## config.mk

```make
export PLATFORM = sky130hd
export DESIGN_NAME = adc_ctl_regs
export DESIGN_NICKNAME = d
export VERILOG_FILES = /design/src/rtl/adc_ctl_pkg.sv /design/src/rtl/adc_ctl_seq.sv /design/src/rtl/adc_ctl_endflag.sv /design/src/rtl/adc_ctl_results.sv /design/src/rtl/adc_ctl_regs.sv
export SDC_FILE = /design/constraint.sdc
export NUM_CORES = 1
export LEC_CHECK = 0
export ABC_AREA = 1
export CAP_MARGIN = 30
export CORE_ASPECT_RATIO = 0.75
export CORE_MARGIN = 2
export CORE_UTILIZATION = 30
export DETAILED_ROUTE_END_ITERATION = 6
export PLACE_DENSITY = 0.56
export SYNTH_ARGS = -nofsm -noshare
export SYNTH_HDL_FRONTEND = slang
export SYNTH_SLANG_ARGS = --single-unit
```

## constraint.sdc

```tcl
create_clock -name clk -period 1.2 [get_ports clk]
set_input_delay 0.24 -clock clk [delete_from_list [all_inputs] [get_ports clk]]
set_output_delay 0.24 -clock clk [all_outputs]
set_load 0.02 [all_outputs]
```

## src/rtl/adc_ctl_pkg.sv

```systemverilog
package adc_ctl_pkg;
  // CSR bit positions
  localparam int B_SEND = 7;
  localparam int B_HEND = 6;
  localparam int B_IE   = 5;
  localparam int B_SST  = 4;
  localparam int B_HST  = 3;
  localparam int B_BUSY = 2;

  // register addresses
  localparam logic [2:0] A_CSR   = 3'd0;
  localparam logic [2:0] A_SW_HI = 3'd1;
  localparam logic [2:0] A_SW_LO = 3'd2;
  localparam logic [2:0] A_HW_HI = 3'd3;
  localparam logic [2:0] A_HW_LO = 3'd4;

  localparam logic [7:0] CSR_RST = 8'h01;

  typedef enum logic {SRC_SW = 1'b0, SRC_HW = 1'b1} src_e;
endpackage

```

## src/rtl/adc_ctl_seq.sv

```systemverilog
module adc_ctl_seq
  import adc_ctl_pkg::*;
(
  input  logic clk,
  input  logic rst_n,
  input  logic stop,
  input  logic sw_set,
  input  logic hw_trig,
  input  logic conv_done,
  output logic sst,
  output logic hst,
  output logic busy,
  output logic conv_start,
  output logic done_sw,
  output logic done_hw
);
  logic busy_q, sst_q, hst_q;
  src_e src_q;
  logic take;

  assign take       = busy_q && conv_done;
  assign done_sw    = take && (src_q == SRC_SW);
  assign done_hw    = take && (src_q == SRC_HW);
  assign conv_start = !busy_q && (hst_q || sst_q) && !stop;

  always_ff @(posedge clk or negedge rst_n) begin
    if (!rst_n) begin
      busy_q <= 1'b0;
      sst_q  <= 1'b0;
      hst_q  <= 1'b0;
      src_q  <= SRC_SW;
    end else if (stop) begin
      busy_q <= 1'b0;
      sst_q  <= 1'b0;
      hst_q  <= 1'b0;
      src_q  <= SRC_SW;
    end else begin
      if (conv_start) begin
        busy_q <= 1'b1;
        src_q  <= hst_q ? SRC_HW : SRC_SW;
      end else if (take) begin
        busy_q <= 1'b0;
      end
      sst_q <= (sst_q && !done_sw) || sw_set;
      hst_q <= (hst_q && !done_hw) || hw_trig;
    end
  end

  assign sst  = sst_q;
  assign hst  = hst_q;
  assign busy = busy_q;

  // hardware request wins when both are pending
  assert_hw_first_R4: assert property (@(posedge clk) disable iff (!rst_n)
    (!busy_q && hst_q && sst_q && !stop) |=> (busy_q && src_q == SRC_HW));

  // a losing software request is kept
  assert_sw_pending_R4: assert property (@(posedge clk) disable iff (!rst_n)
    (sst_q && !done_sw && !stop) |=> sst_q);

  // start is a single pulse, followed by busy
  assert_one_start_R9: assert property (@(posedge clk) disable iff (!rst_n)
    conv_start |=> (busy_q && !conv_start));
endmodule

```

## src/rtl/adc_ctl_endflag.sv

```systemverilog
module adc_ctl_endflag (
  input  logic clk,
  input  logic rst_n,
  input  logic clr,
  input  logic set,
  input  logic rd_csr,
  input  logic wr_csr,
  input  logic wr_bit,
  output logic flag
);
  logic flag_q, armed_q;
  logic clear_ok;

  assign clear_ok = wr_csr && !wr_bit && armed_q;

  always_ff @(posedge clk or negedge rst_n) begin
    if (!rst_n) begin
      flag_q  <= 1'b0;
      armed_q <= 1'b0;
    end else if (clr) begin
      flag_q  <= 1'b0;
      armed_q <= 1'b0;
    end else begin
      if (set)           flag_q <= 1'b1;
      else if (clear_ok) flag_q <= 1'b0;

      if (set || clear_ok)        armed_q <= 1'b0;
      else if (rd_csr && flag_q)  armed_q <= 1'b1;
    end
  end

  assign flag = flag_q;

  assert_set_R6: assert property (@(posedge clk) disable iff (!rst_n)
    (set && !clr) |=> flag_q);

  assert_keep_unarmed_R7: assert property (@(posedge clk) disable iff (!rst_n)
    (flag_q && !armed_q && !clr) |=> flag_q);

  assert_armed_clear_R7: assert property (@(posedge clk) disable iff (!rst_n)
    (flag_q && armed_q && wr_csr && !wr_bit && !set && !clr) |=> !flag_q);

  assert_set_wins_R8: assert property (@(posedge clk) disable iff (!rst_n)
    (set && wr_csr && !wr_bit && !clr) |=> flag_q);
endmodule

```

## src/rtl/adc_ctl_results.sv

```systemverilog
module adc_ctl_results #(
  parameter int RES_W = 10,
  parameter int NSRC  = 2
) (
  input  logic                       clk,
  input  logic                       rst_n,
  input  logic [NSRC-1:0]            load,
  input  logic [RES_W-1:0]           din,
  output logic [NSRC-1:0][RES_W-1:0] res
);
  for (genvar i = 0; i < NSRC; i++) begin : g_src
    logic [RES_W-1:0] r_q;
    always_ff @(posedge clk or negedge rst_n) begin
      if (!rst_n)       r_q <= '0;
      else if (load[i]) r_q <= din;
    end
    assign res[i] = r_q;
  end

  // at most one source completes per cycle
  assert_single_load_R5: assert property (@(posedge clk) disable iff (!rst_n)
    $onehot0(load));
endmodule

```

## src/rtl/adc_ctl_regs.sv

```systemverilog
module adc_ctl_regs
  import adc_ctl_pkg::*;
#(
  parameter int RES_W = 10
) (
  input  logic             clk,
  input  logic             rst_n,
  input  logic             lp_stop,
  input  logic [2:0]       bus_addr,
  input  logic             bus_wr,
  input  logic [7:0]       bus_wdata,
  input  logic             bus_rd,
  output logic [7:0]       bus_rdata,
  input  logic             hw_trig,
  output logic             conv_start,
  input  logic             conv_done,
  input  logic [RES_W-1:0] conv_data,
  output logic             irq
);
  localparam int HI_W = RES_W - 8;
  localparam int NSRC = 2;
  localparam int I_SW = 0;
  localparam int I_HW = 1;

  logic wr_csr, rd_csr, sw_set;
  logic sst, hst, busy, done_sw, done_hw;
  logic send, hend, ie_q;
  logic [NSRC-1:0][RES_W-1:0] res;
  logic [7:0] csr_val, mux;
  logic unused_wbits;

  assign wr_csr = bus_wr && (bus_addr == A_CSR);
  assign rd_csr = bus_rd && (bus_addr == A_CSR);
  assign sw_set = wr_csr && bus_wdata[B_SST];
  assign unused_wbits = ^{bus_wdata[B_HST], bus_wdata[B_BUSY], bus_wdata[1:0]};

  adc_ctl_seq u_seq (
    .clk(clk), .rst_n(rst_n), .stop(lp_stop), .sw_set(sw_set), .hw_trig(hw_trig),
    .conv_done(conv_done), .sst(sst), .hst(hst), .busy(busy),
    .conv_start(conv_start), .done_sw(done_sw), .done_hw(done_hw)
  );

  adc_ctl_endflag u_send (
    .clk(clk), .rst_n(rst_n), .clr(lp_stop), .set(done_sw), .rd_csr(rd_csr),
    .wr_csr(wr_csr), .wr_bit(bus_wdata[B_SEND]), .flag(send)
  );

  adc_ctl_endflag u_hend (
    .clk(clk), .rst_n(rst_n), .clr(lp_stop), .set(done_hw), .rd_csr(rd_csr),
    .wr_csr(wr_csr), .wr_bit(bus_wdata[B_HEND]), .flag(hend)
  );

  adc_ctl_results #(.RES_W(RES_W), .NSRC(NSRC)) u_res (
    .clk(clk), .rst_n(rst_n), .load({done_hw, done_sw}), .din(conv_data), .res(res)
  );

  always_ff @(posedge clk or negedge rst_n) begin
    if (!rst_n)      ie_q <= 1'b0;
    else if (lp_stop) ie_q <= 1'b0;
    else if (wr_csr) ie_q <= bus_wdata[B_IE];
  end

  assign csr_val = {send, hend, ie_q, sst, hst, busy, 1'b0, 1'b1};

  always_comb begin
    case (bus_addr)
      A_CSR:   mux = csr_val;
      A_SW_HI: mux = {{(8-HI_W){1'b0}}, res[I_SW][RES_W-1:8]};
      A_SW_LO: mux = res[I_SW][7:0];
      A_HW_HI: mux = {{(8-HI_W){1'b0}}, res[I_HW][RES_W-1:8]};
      A_HW_LO: mux = res[I_HW][7:0];
      default: mux = 8'h00;
    endcase
  end

  assign bus_rdata = bus_rd ? mux : 8'h00;
  assign irq = ie_q && (send || hend);

  assert_stop_R1: assert property (@(posedge clk) disable iff (!rst_n)
    lp_stop |=> (csr_val == CSR_RST));

  assert_idle_done_R11: assert property (@(posedge clk) disable iff (!rst_n)
    (conv_done && !busy) |=> ($stable(res) && $stable(send) && $stable(hend)));
endmodule

```

After elaboration in Yosys (flattened, before gate mapping)
Cells that the tools add are included.
Storage, ports and cells
  bits in registers: 29
  input bits: 28
  output and inout bits: 10
  logic and storage cells: 77
Operators by class
  eq/ne operators: 4
  muxes and demuxes: 24
  bitwise gates (word level): 1
  reduce and logical (&&, ||, !) cells: 37
Operator list (number)
  8-bit one-hot mux with 5 select lines: 1
  1-bit two-way mux: 22
  1-bit logical AND: 17
  3-bit nonzero test: 5
  8-bit two-way mux: 1
  3-bit by 2-bit equality test with 1-bit output (second input constant): 2
  1-bit zero test: 6
  1-bit logical OR: 6
  2-bit nonzero test: 2
  3-bit by 1-bit equality test with 1-bit output (second input constant): 1
  3-bit equality test (second input constant): 1
  3-bit zero test: 1
  1-bit NOT: 1

Depth between registers and ports, before layout
Gate-level depths: netlist of the first run.
  word-level depth: 7
  mapped depth: 7
  mapped depth without buffers: 5

By module
From an unflattened synthesis of the first run, not the netlist that was laid out.
Second synthesis, totals
  cell total of the unflattened synthesis: 207
  area total of the unflattened synthesis: 1536.5 µm²
Modules (own cells, without submodules)
  adc_ctl_results: times used 1, cells each 84, area an instance 755.7 µm², sequential area each 500.5 µm²
  adc_ctl_regs: times used 1, cells each 73, area an instance 396.6 µm², sequential area each 25.0 µm²
  adc_ctl_seq: times used 1, cells each 26, area an instance 196.4 µm², sequential area each 100.1 µm²
  adc_ctl_endflag: times used 2, cells each 12, area an instance 93.8 µm², sequential area each 50.0 µm²

Worst setup path after synthesis of the first run
No wires, ideal clock.
  kind: input to output
  start: in bus_addr[2]
  end: out bus_rdata[1]
  arrival time: 1.045 ns
  required time: 0.960 ns
  setup slack: -0.085 ns
  stages: 7
  buffers on the path: 2
  path through: buf_6 inv_1 buf_2 nand4_1 nand2_1 nor2_1 nor2_1
On the way
  word-level cells in the longest chain between the ends: 3
  elaborated cells between the ends (all ways): 7
  classes of those cells: 4 x eq/ne; 2 x mux; 1 x reduce/logical
Ends and longest elaborated chain
  start: declaration: RTL line adc_ctl_regs.sv:9  | input logic [2:0] bus_addr,
  3-bit equality test (tied with other cells): RTL line adc_ctl_regs.sv:66  | case (bus_addr)
  8-bit one-hot mux with 5 select lines *: RTL line adc_ctl_regs.sv:66
  8-bit two-way mux *: RTL line adc_ctl_regs.sv:76  | assign bus_rdata = bus_rd ? mux : 8'h00;
  end: declaration: RTL line adc_ctl_regs.sv:13  | output logic [7:0] bus_rdata,
Mark *: on every way between the ends. The rest lies on a longest branch, timed or not.

Final worst setup path of the first run
  start: reg u_res.g_src[0].r_q[1]
  end: out bus_rdata[1]
On the way
  word-level cells in the longest chain between the ends: 2
Ends and longest elaborated chain
  start: declaration: RTL line adc_ctl_results.sv:12  | logic [RES_W-1:0] r_q;
  start signal: assignment: RTL line adc_ctl_results.sv:15  | else if (load[i]) r_q <= din;
  8-bit one-hot mux with 5 select lines: RTL line adc_ctl_regs.sv:66
  8-bit two-way mux: RTL line adc_ctl_regs.sv:76
No other way between the ends.

==> results.json, run 1 <==
{
  "outcome": "finished with violations",
  "violations": "negative setup slack",
  "core.rowCount": 22,
  "worstSetupStartpointType": "register",
  "final_layout_size_suffix_gt1_share_pct": 34.94,
  "cellPowerDensity_nw_per_um2": 1254,
  "switching_share_pct": 30.86,
  "grt_start_max_net_pins": 30,
  "max_freq_ghz": 0.7282,
  "area_delta_synth_final_pct": 60.45,
  "dp_hpwl_um": 2753,
  "grt_pass1_vias": 1450,
  "fin_crit_ns": 1.373,
  "dieArea_um2": 5641,
  "leakage_nw": 1.230,
  "maxSlewHeadroom_pct": 86.37,
  "cts_tree": "built",
  "reg2reg_depth": 7,
  "period_share_pct": 114.4,
  "start_util_pct": 31.10,
  "ys_seq_area_share_pct": 47.89,
  "place_ws_ns": -1.039,
  "clock_latency_ns": 0.28,
  "seqPwrFrac_pct": 46.8,
  "h-tree-depth": 2,
  "cp.arrival_ns": 1.13,
  "drv_slew": 0,
  "netlist_area_um2": 1515,
  "critical_path.max_fanout": 2,
  "vias": 1558,
  "power.total_mw": 3.048,
  "firstDrtPassIters": 4,
  "finish.net_count": 296,
  "die_h_um": 65.55,
  "skew_ns": 0.007422,
  "rr_startpoint": "u_seq.busy",
  "ir_drop_v": 0.0006840,
  "synth_warnings": 0,
  "core_um2": 4872,
  "ys_types": 21,
  "netlist_instances": 194,
  "drcViolationCount": 0,
  "die_x_um": 86.06,
  "fin_util_pct": 49.90,
  "p_clk_share_pct": 25.2,
  "rsz0062_at_grt": "true",
  "grt_pass1_wl_um": 6775,
  "syn_nets": 222,
  "finalHoldViolations": 0,
  "hp-class": "input port to asynchronous set/reset pin",
  "max_cap_viol_count": 0,
  "drt_wl_total_um": 4301,
  "wl_per_cell_um": 13.07,
  "reg2reg_slack_ns": -0.01,
  "worstMarginPinSlew_ns": 0.2045,
  "clk_path_buf_depth": 2,
  "antenna_found_initial": 0,
  "syn_avg_cell_area_um2": 7.810,
  "cts.reportedPaths.clkPinSlew_ns": 0.07,
  "required_ns": 0.96,
  "grt.total_usage_pct": 15.73,
  "io_pins": 38,
  "setup_violations": 15,
  "avgViaCountPerCell": 4.736,
  "worstReg2RegEnd": "u_res.g_src[0].r_q[3]",
  "root_buffer": "clkbuf_8",
  "io_buffer_count": 33,
  "place_congestion": 0.7625,
  "crit_path_end_kind": "primary output",
  "ys_ff_latch": 29,
  "diodes": 0,
  "ant_nets": 0,
  "cts.sinks": 29,
  "comb_power_share_pct": 28.0,
  "numCtsBuffers": 5,
  "drt_iter0_drc": 83,
  "overflow": 0,
  "critPathKind": "register to primary output",
  "p_int_mw": 2.107,
  "switching_power_mw": 0.9405,
  "setup_slack_ns": -0.1732
}
-- layout make-up --
class                           instances  area (µm²)
Fill cell                             465        2441
Multi-Input combinational cell        129       730.7
Sequential cell                        29       725.7
Timing Repair Buffer                   74       686.9
Inverter                               27       120.1
Clock buffer                            8       80.08
Tap cell                               60       75.07
Timing Repair inverter                  2       12.51
-- state kept, by name (all words and copies together), names as in the netlist --
| register | count |
|---|---|
| u_seq.sst | 1 |
| u_seq.hst | 1 |
| ie_q | 1 |
| u_send.flag | 1 |
| u_seq.src_q | 1 |
| u_res.g_src.r_q | 20 |
| u_hend.armed_q | 1 |
| u_send.armed_q | 1 |
| u_seq.busy | 1 |
| u_hend.flag | 1 |
-- power groups by stage --
stage | clock network [mW] | registers (mW) | logic, mW
after CTS | 0.799 | 1.40 | 0.716
after global placement | 0 | 1.42 | 0.640
after floorplan | 0 | 1.36 | 0.382
after detailed placement | 0 | 1.41 | 0.650
after global routing | 0.857 | 1.45 | 0.947
final | 0.768 | 1.43 | 0.854
-- stage by stage --
stage            TNS [ns]  cell area, µm²  instances  hold slack, ns
6_report           -1.351            2431        329          0.3153
4_1_cts            -1.436            2217        317          0.3156
2_1_floorplan  -0.0006323            1520        194        -0.05559
3_5_place_dp       -14.93            2062        302          0.4789
5_1_grt            -2.725            2431        329          0.3256
3_3_place_gp       -14.83            2062        302          0.4771
-- worst max-delay path, cell delays in order (launching register included) --
cell and delay [ns]:
dfrtp_1 0.41, nand4_1 0.09, nand2_1 0.07, nor2_2 0.12, nor2_2 0.04, buf_6 0.12
-- worst max path at each step --
stage               cells past startpoint            to  slack (ns)                   from
floorplan                               7  bus_rdata[1]     -0.0006            bus_addr[2]
detailed placement                      7  bus_rdata[7]       -1.04            bus_addr[0]
global route                            5  bus_rdata[0]       -0.24  u_res.g_src[0].r_q[8]
CTS                                     5  bus_rdata[0]       -0.20  u_res.g_src[0].r_q[8]
global placement                        7  bus_rdata[0]       -1.01            bus_addr[1]
finish                                  5  bus_rdata[1]       -0.17  u_res.g_src[0].r_q[1]
-- cell usage after synthesis --
cell type / instances / area share, %
inv_1: 25 / 6.2
buf_6: 2 / 1.5
nor2_4: 2 / 1.5
nand2_1: 45 / 11
nor2_2: 1 / 0.41
buf_2: 3 / 0.99
o21ai_1: 15 / 5.0
o21a_1: 1 / 0.50
nand3b_1: 1 / 0.50
buf_4: 2 / 0.99
dfrtp_1: 29 / 48
o21ai_0: 8 / 2.6
inv_4: 1 / 0.41
o22ai_1: 1 / 0.41
nor2_1: 11 / 2.7
a21oi_1: 2 / 0.66
nand4_1: 13 / 5.4
inv_2: 1 / 0.25
nand3_1: 26 / 8.6
nand4_2: 2 / 1.7
clkbuf_1: 3 / 0.74
-- cell usage in the layout (no fill, tap or decap) --
cell type	count
nand2_1	39
buf_4	35
dfrtp_1	29
inv_1	21
nand3_1	20
clkdlybuf4s50_1	19
buf_6	16
o21ai_1	14
nand4_1	13
nand3_2	6
nor2_1	6
nor2_4	5
o21ai_0	5
clkbuf_8	5
nor2_2	4
o21ai_2	4
inv_4	3
inv_2	3
nand2_2	3
nand2_4	3
clkbuf_1	3
a21oi_1	2
nand4_2	2
buf_12	2
o21a_1	1
clkinvlp_4	1
clkinv_8	1
nand3b_1	1
o22ai_1	1
buf_2	1
dlygate4sd2_1	1
-- routing by layer --
layer | vias up | GRT usage, % | part of all wire (%)
met5 | - | 0 | 0
met2 | 50 | 22.67 | 45
met1 | 717 | 22.64 | 48
met3 | 2 | 4.523 | 6.4
met4 | 0 | 4.762 | 0.58
li1 | 789 | - | -
-- what timing repair did --
action | CTS | global route
gates cloned | 1 | 2
pin swaps | 26 | 15
buffers inserted | 6 | 10
hold buffers | 0 | 0
setup endpoints to repair | 20 | 25
resized for setup | 82 | 40
-- cell families (layout without fill, tap and decap cells) --
group	Yosys count	count (layout)	share of synthesized area, %
buf+inv	37	111	11.06
simple gates	101	102	31.87
compound gates	27	27	9.166
flops	29	29	47.89
Note: power is estimated with default switching activity, not from simulation.
==> run 2: changes to the inputs <==
--- a/config.mk
+++ b/config.mk
@@ -7,11 +7,14 @@
 export LEC_CHECK = 0
 export ABC_AREA = 1
 export CAP_MARGIN = 30
+export CELL_PAD_IN_SITES_DETAIL_PLACEMENT = 1
+export CELL_PAD_IN_SITES_GLOBAL_PLACEMENT = 1
 export CORE_ASPECT_RATIO = 0.75
 export CORE_MARGIN = 2
 export CORE_UTILIZATION = 30
+export CTS_BUF_LIST = sky130_fd_sc_hd__clkbuf_8
 export DETAILED_ROUTE_END_ITERATION = 6
-export PLACE_DENSITY = 0.56
+export PLACE_DENSITY = 0.72
 export SYNTH_ARGS = -nofsm -noshare
 export SYNTH_HDL_FRONTEND = slang
 export SYNTH_SLANG_ARGS = --single-unit
==> run 2 against run 1 <==
  * The flow still finishes with violations (negative setup slack)
  * Worst setup slack got worse by 0.077 ns
  * Largest cell class unchanged
  * Critical path type unchanged
  * Highest routed layer unchanged
  * Critical path depth did not move
  * Critical endpoint is now bus_rdata[0]
  * Combinational power increased by 18%
==> results.json, run 2 (synthesis results as in run 1) <==
{
  "cts.sinks": 29,
  "io_buffer_count": 33,
  "holdWs_ns": 0.3172,
  "crit_start": "u_res.g_src[0].r_q[8]",
  "die_h_um": 65.55,
  "max_cap_viol_count": 0,
  "dieArea_um2": 5641,
  "regMostFlops": "u_res.g_src.r_q",
  "rr_startpoint": "u_seq.busy",
  "max_stage_delay_ns": 0.40,
  "leakage_nw": 1.291,
  "critPathKind": "register to primary output",
  "grt.total_usage_pct": 20.44,
  "multi_input_area_um2": 832.0,
  "largest_register_ffs": 20,
  "worstReg2RegEnd": "u_res.g_src[0].r_q[1]",
  "start_util_pct": 31.10,
  "maxSlewHeadroom_pct": 82.56,
  "required_ns": 0.96,
  "skew_ns": 0.003512,
  "antenna_found_initial": 0,
  "crit_slowest_cell": "dfrtp_1",
  "area_delta_synth_final_pct": 73.25,
  "fill_cells": 568,
  "dp_hpwl_um": 3276,
  "core.rowCount": 22,
  "vias": 1698,
  "grt_pass1_wl_um": 8735,
  "finish.net_count": 299,
  "drt_iter0_drc": 46,
  "drcViolationCount": 0,
  "overflow": 0,
  "h-tree-depth": 2,
  "crit_chain": "o21ai_1, nand2_1, nor2_2, nor2_2, buf_6",
  "crit_path_end_kind": "primary output",
  "clk_path_buf_depth": 2,
  "grt_pass1_vias": 1782,
  "root_buffer": "clkbuf_8",
  "reg2reg_slack_ns": -0.17,
  "diodes": 0,
  "worstSetupStartpointType": "register",
  "place_congestion": 0.7283,
  "drv_slew": 0,
  "cts_tree": "built",
  "drt_wl_total_um": 5796,
  "finalHoldViolations": 0,
  "firstDrtPassIters": 4,
  "numCtsBuffers": 5,
  "layout_common_cells": "29 x buf_4, 28 x nand2_1, 28 x dfrtp_1, 21 x inv_1, 19 x buf_6",
  "clock_latency_ns": 0.29,
  "setup_slack_ns": -0.2500,
  "final_common_cell": "buf_4",
  "max_freq_ghz": 0.6897,
  "cellPowerDensity_nw_per_um2": 1241,
  "ant_nets": 0,
  "grt_start_max_net_pins": 30,
  "rsz0062_at_grt": "true",
  "fin_crit_ns": 1.450,
  "worstMarginPinSlew_ns": 0.2616,
  "die_x_um": 86.06,
  "wl_per_cell_um": 17.46,
  "seq_area_um2": 726.9,
  "violations": "negative setup slack",
  "hp-class": "input port to asynchronous set/reset pin",
  "period_share_pct": 120.8,
  "setup_violations": 34,
  "avgViaCountPerCell": 5.114,
  "final_layout_size_suffix_gt1_share_pct": 46.69,
  "reg2reg_depth": 7,
  "outcome": "finished with violations",
  "critical_path.max_fanout": 2,
  "io_pins": 38,
  "cts.reportedPaths.clkPinSlew_ns": 0.06,
  "ir_drop_v": 0.0005925,
  "core_um2": 4872,
  "cpMostUsedCell": "nor2_2",
  "cp.arrival_ns": 1.21,
  "power.total_mw": 3.257
}
run 2: changes by cell type in the layout (fill, tap and decap cells not counted), moves of 3 or more:
| cell | previous run | this run |
|---|---|---|
| nand3_2 | 6 | 9 |
| nand2_1 | 39 | 28 |
| o21ai_0 | 5 | 0 |
| buf_4 | 35 | 29 |
| nand3_1 | 20 | 16 |
| clkbuf_1 | 3 | 0 |
| nand2_2 | 3 | 14 |
| o21ai_2 | 4 | 11 |
| o21ai_1 | 14 | 11 |
| buf_6 | 16 | 19 |
run 2: what timing repair did:
item / in CTS / in global routing
resized for setup: 110 / 58
gates cloned: 4 / 1
endpoints found under the hold margin: 0 / 0
hold buffers: 0 / 0
endpoints found under the setup margin: 29 / 36
pin swaps: 28 / 16
setup buffers: 10 / 4
run 2: layer usage:
metal | routed length, µm | part of all wire, % | global-route usage, % | vias up
li1 | - | - | - | 798
met1 | 2501 | 43 | 25.80 | 845
met2 | 2920 | 50 | 33.24 | 47
met3 | 304 | 5.2 | 4.899 | 8
met4 | 70 | 1.2 | 9.127 | 0
met5 | 0 | 0 | 0 | -
run 2: area by class of cell:
class                      instances  share of cell area (%)
sequential                        29                   27.69
timing repair inverter             3                   1.144
clock buffer                       5                   2.622
timing repair buffer              76                   29.31
clock inverter                     3                  0.5243
inverter                          27                   4.147
tap                               60                   2.860
multi-input combinational        129                   31.70
run 2: worst max-delay path by stage:
stage / to / slack [ns] / depth (start not counted)
after global routing: bus_rdata[0] / -0.29 / 5
after CTS: bus_rdata[0] / -0.23 / 9
after floorplan: bus_rdata[1] / -0.0006 / 7
after global placement: bus_rdata[0] / -1.0 / 7
final: bus_rdata[0] / -0.25 / 5
after detailed placement: bus_rdata[6] / -1.03 / 7
run 2: power by group:
part	internal [mW]	leakage (nW)	total [mW]	switching (mW)
Combinational	0.512	0.869	1.01	0.497
Clock	0.392	0.0491	0.784	0.392
Sequential	1.24	0.373	1.46	0.222
run 2: metrics by stage:
step / cell area (µm²) / std cells / utilization [%] / setup WS (ns) / TNS (ns)
after floorplan: 1520 / 194 / - / -0.0006323 / -0.0006323
after global placement: 2100 / 307 / 43.09 / -0.9973 / -15.14
after detailed placement: 2100 / 307 / 43.09 / -1.026 / -15.74
after CTS: 2406 / 328 / 49.38 / -0.2350 / -2.212
after global routing: 2625 / 332 / 53.88 / -0.2866 / -4.933
final: 2625 / 332 / 53.88 / -0.2500 / -2.960
run 2: critical path, delay by kind of cell (launching register included):
family / cells / cell delay, ns
AND/OR/NAND/NOR: 3 / 0.27
AO/OA/AOI/OAI: 1 / 0.14
buffers and inverters: 1 / 0.12
flip-flops: 1 / 0.40
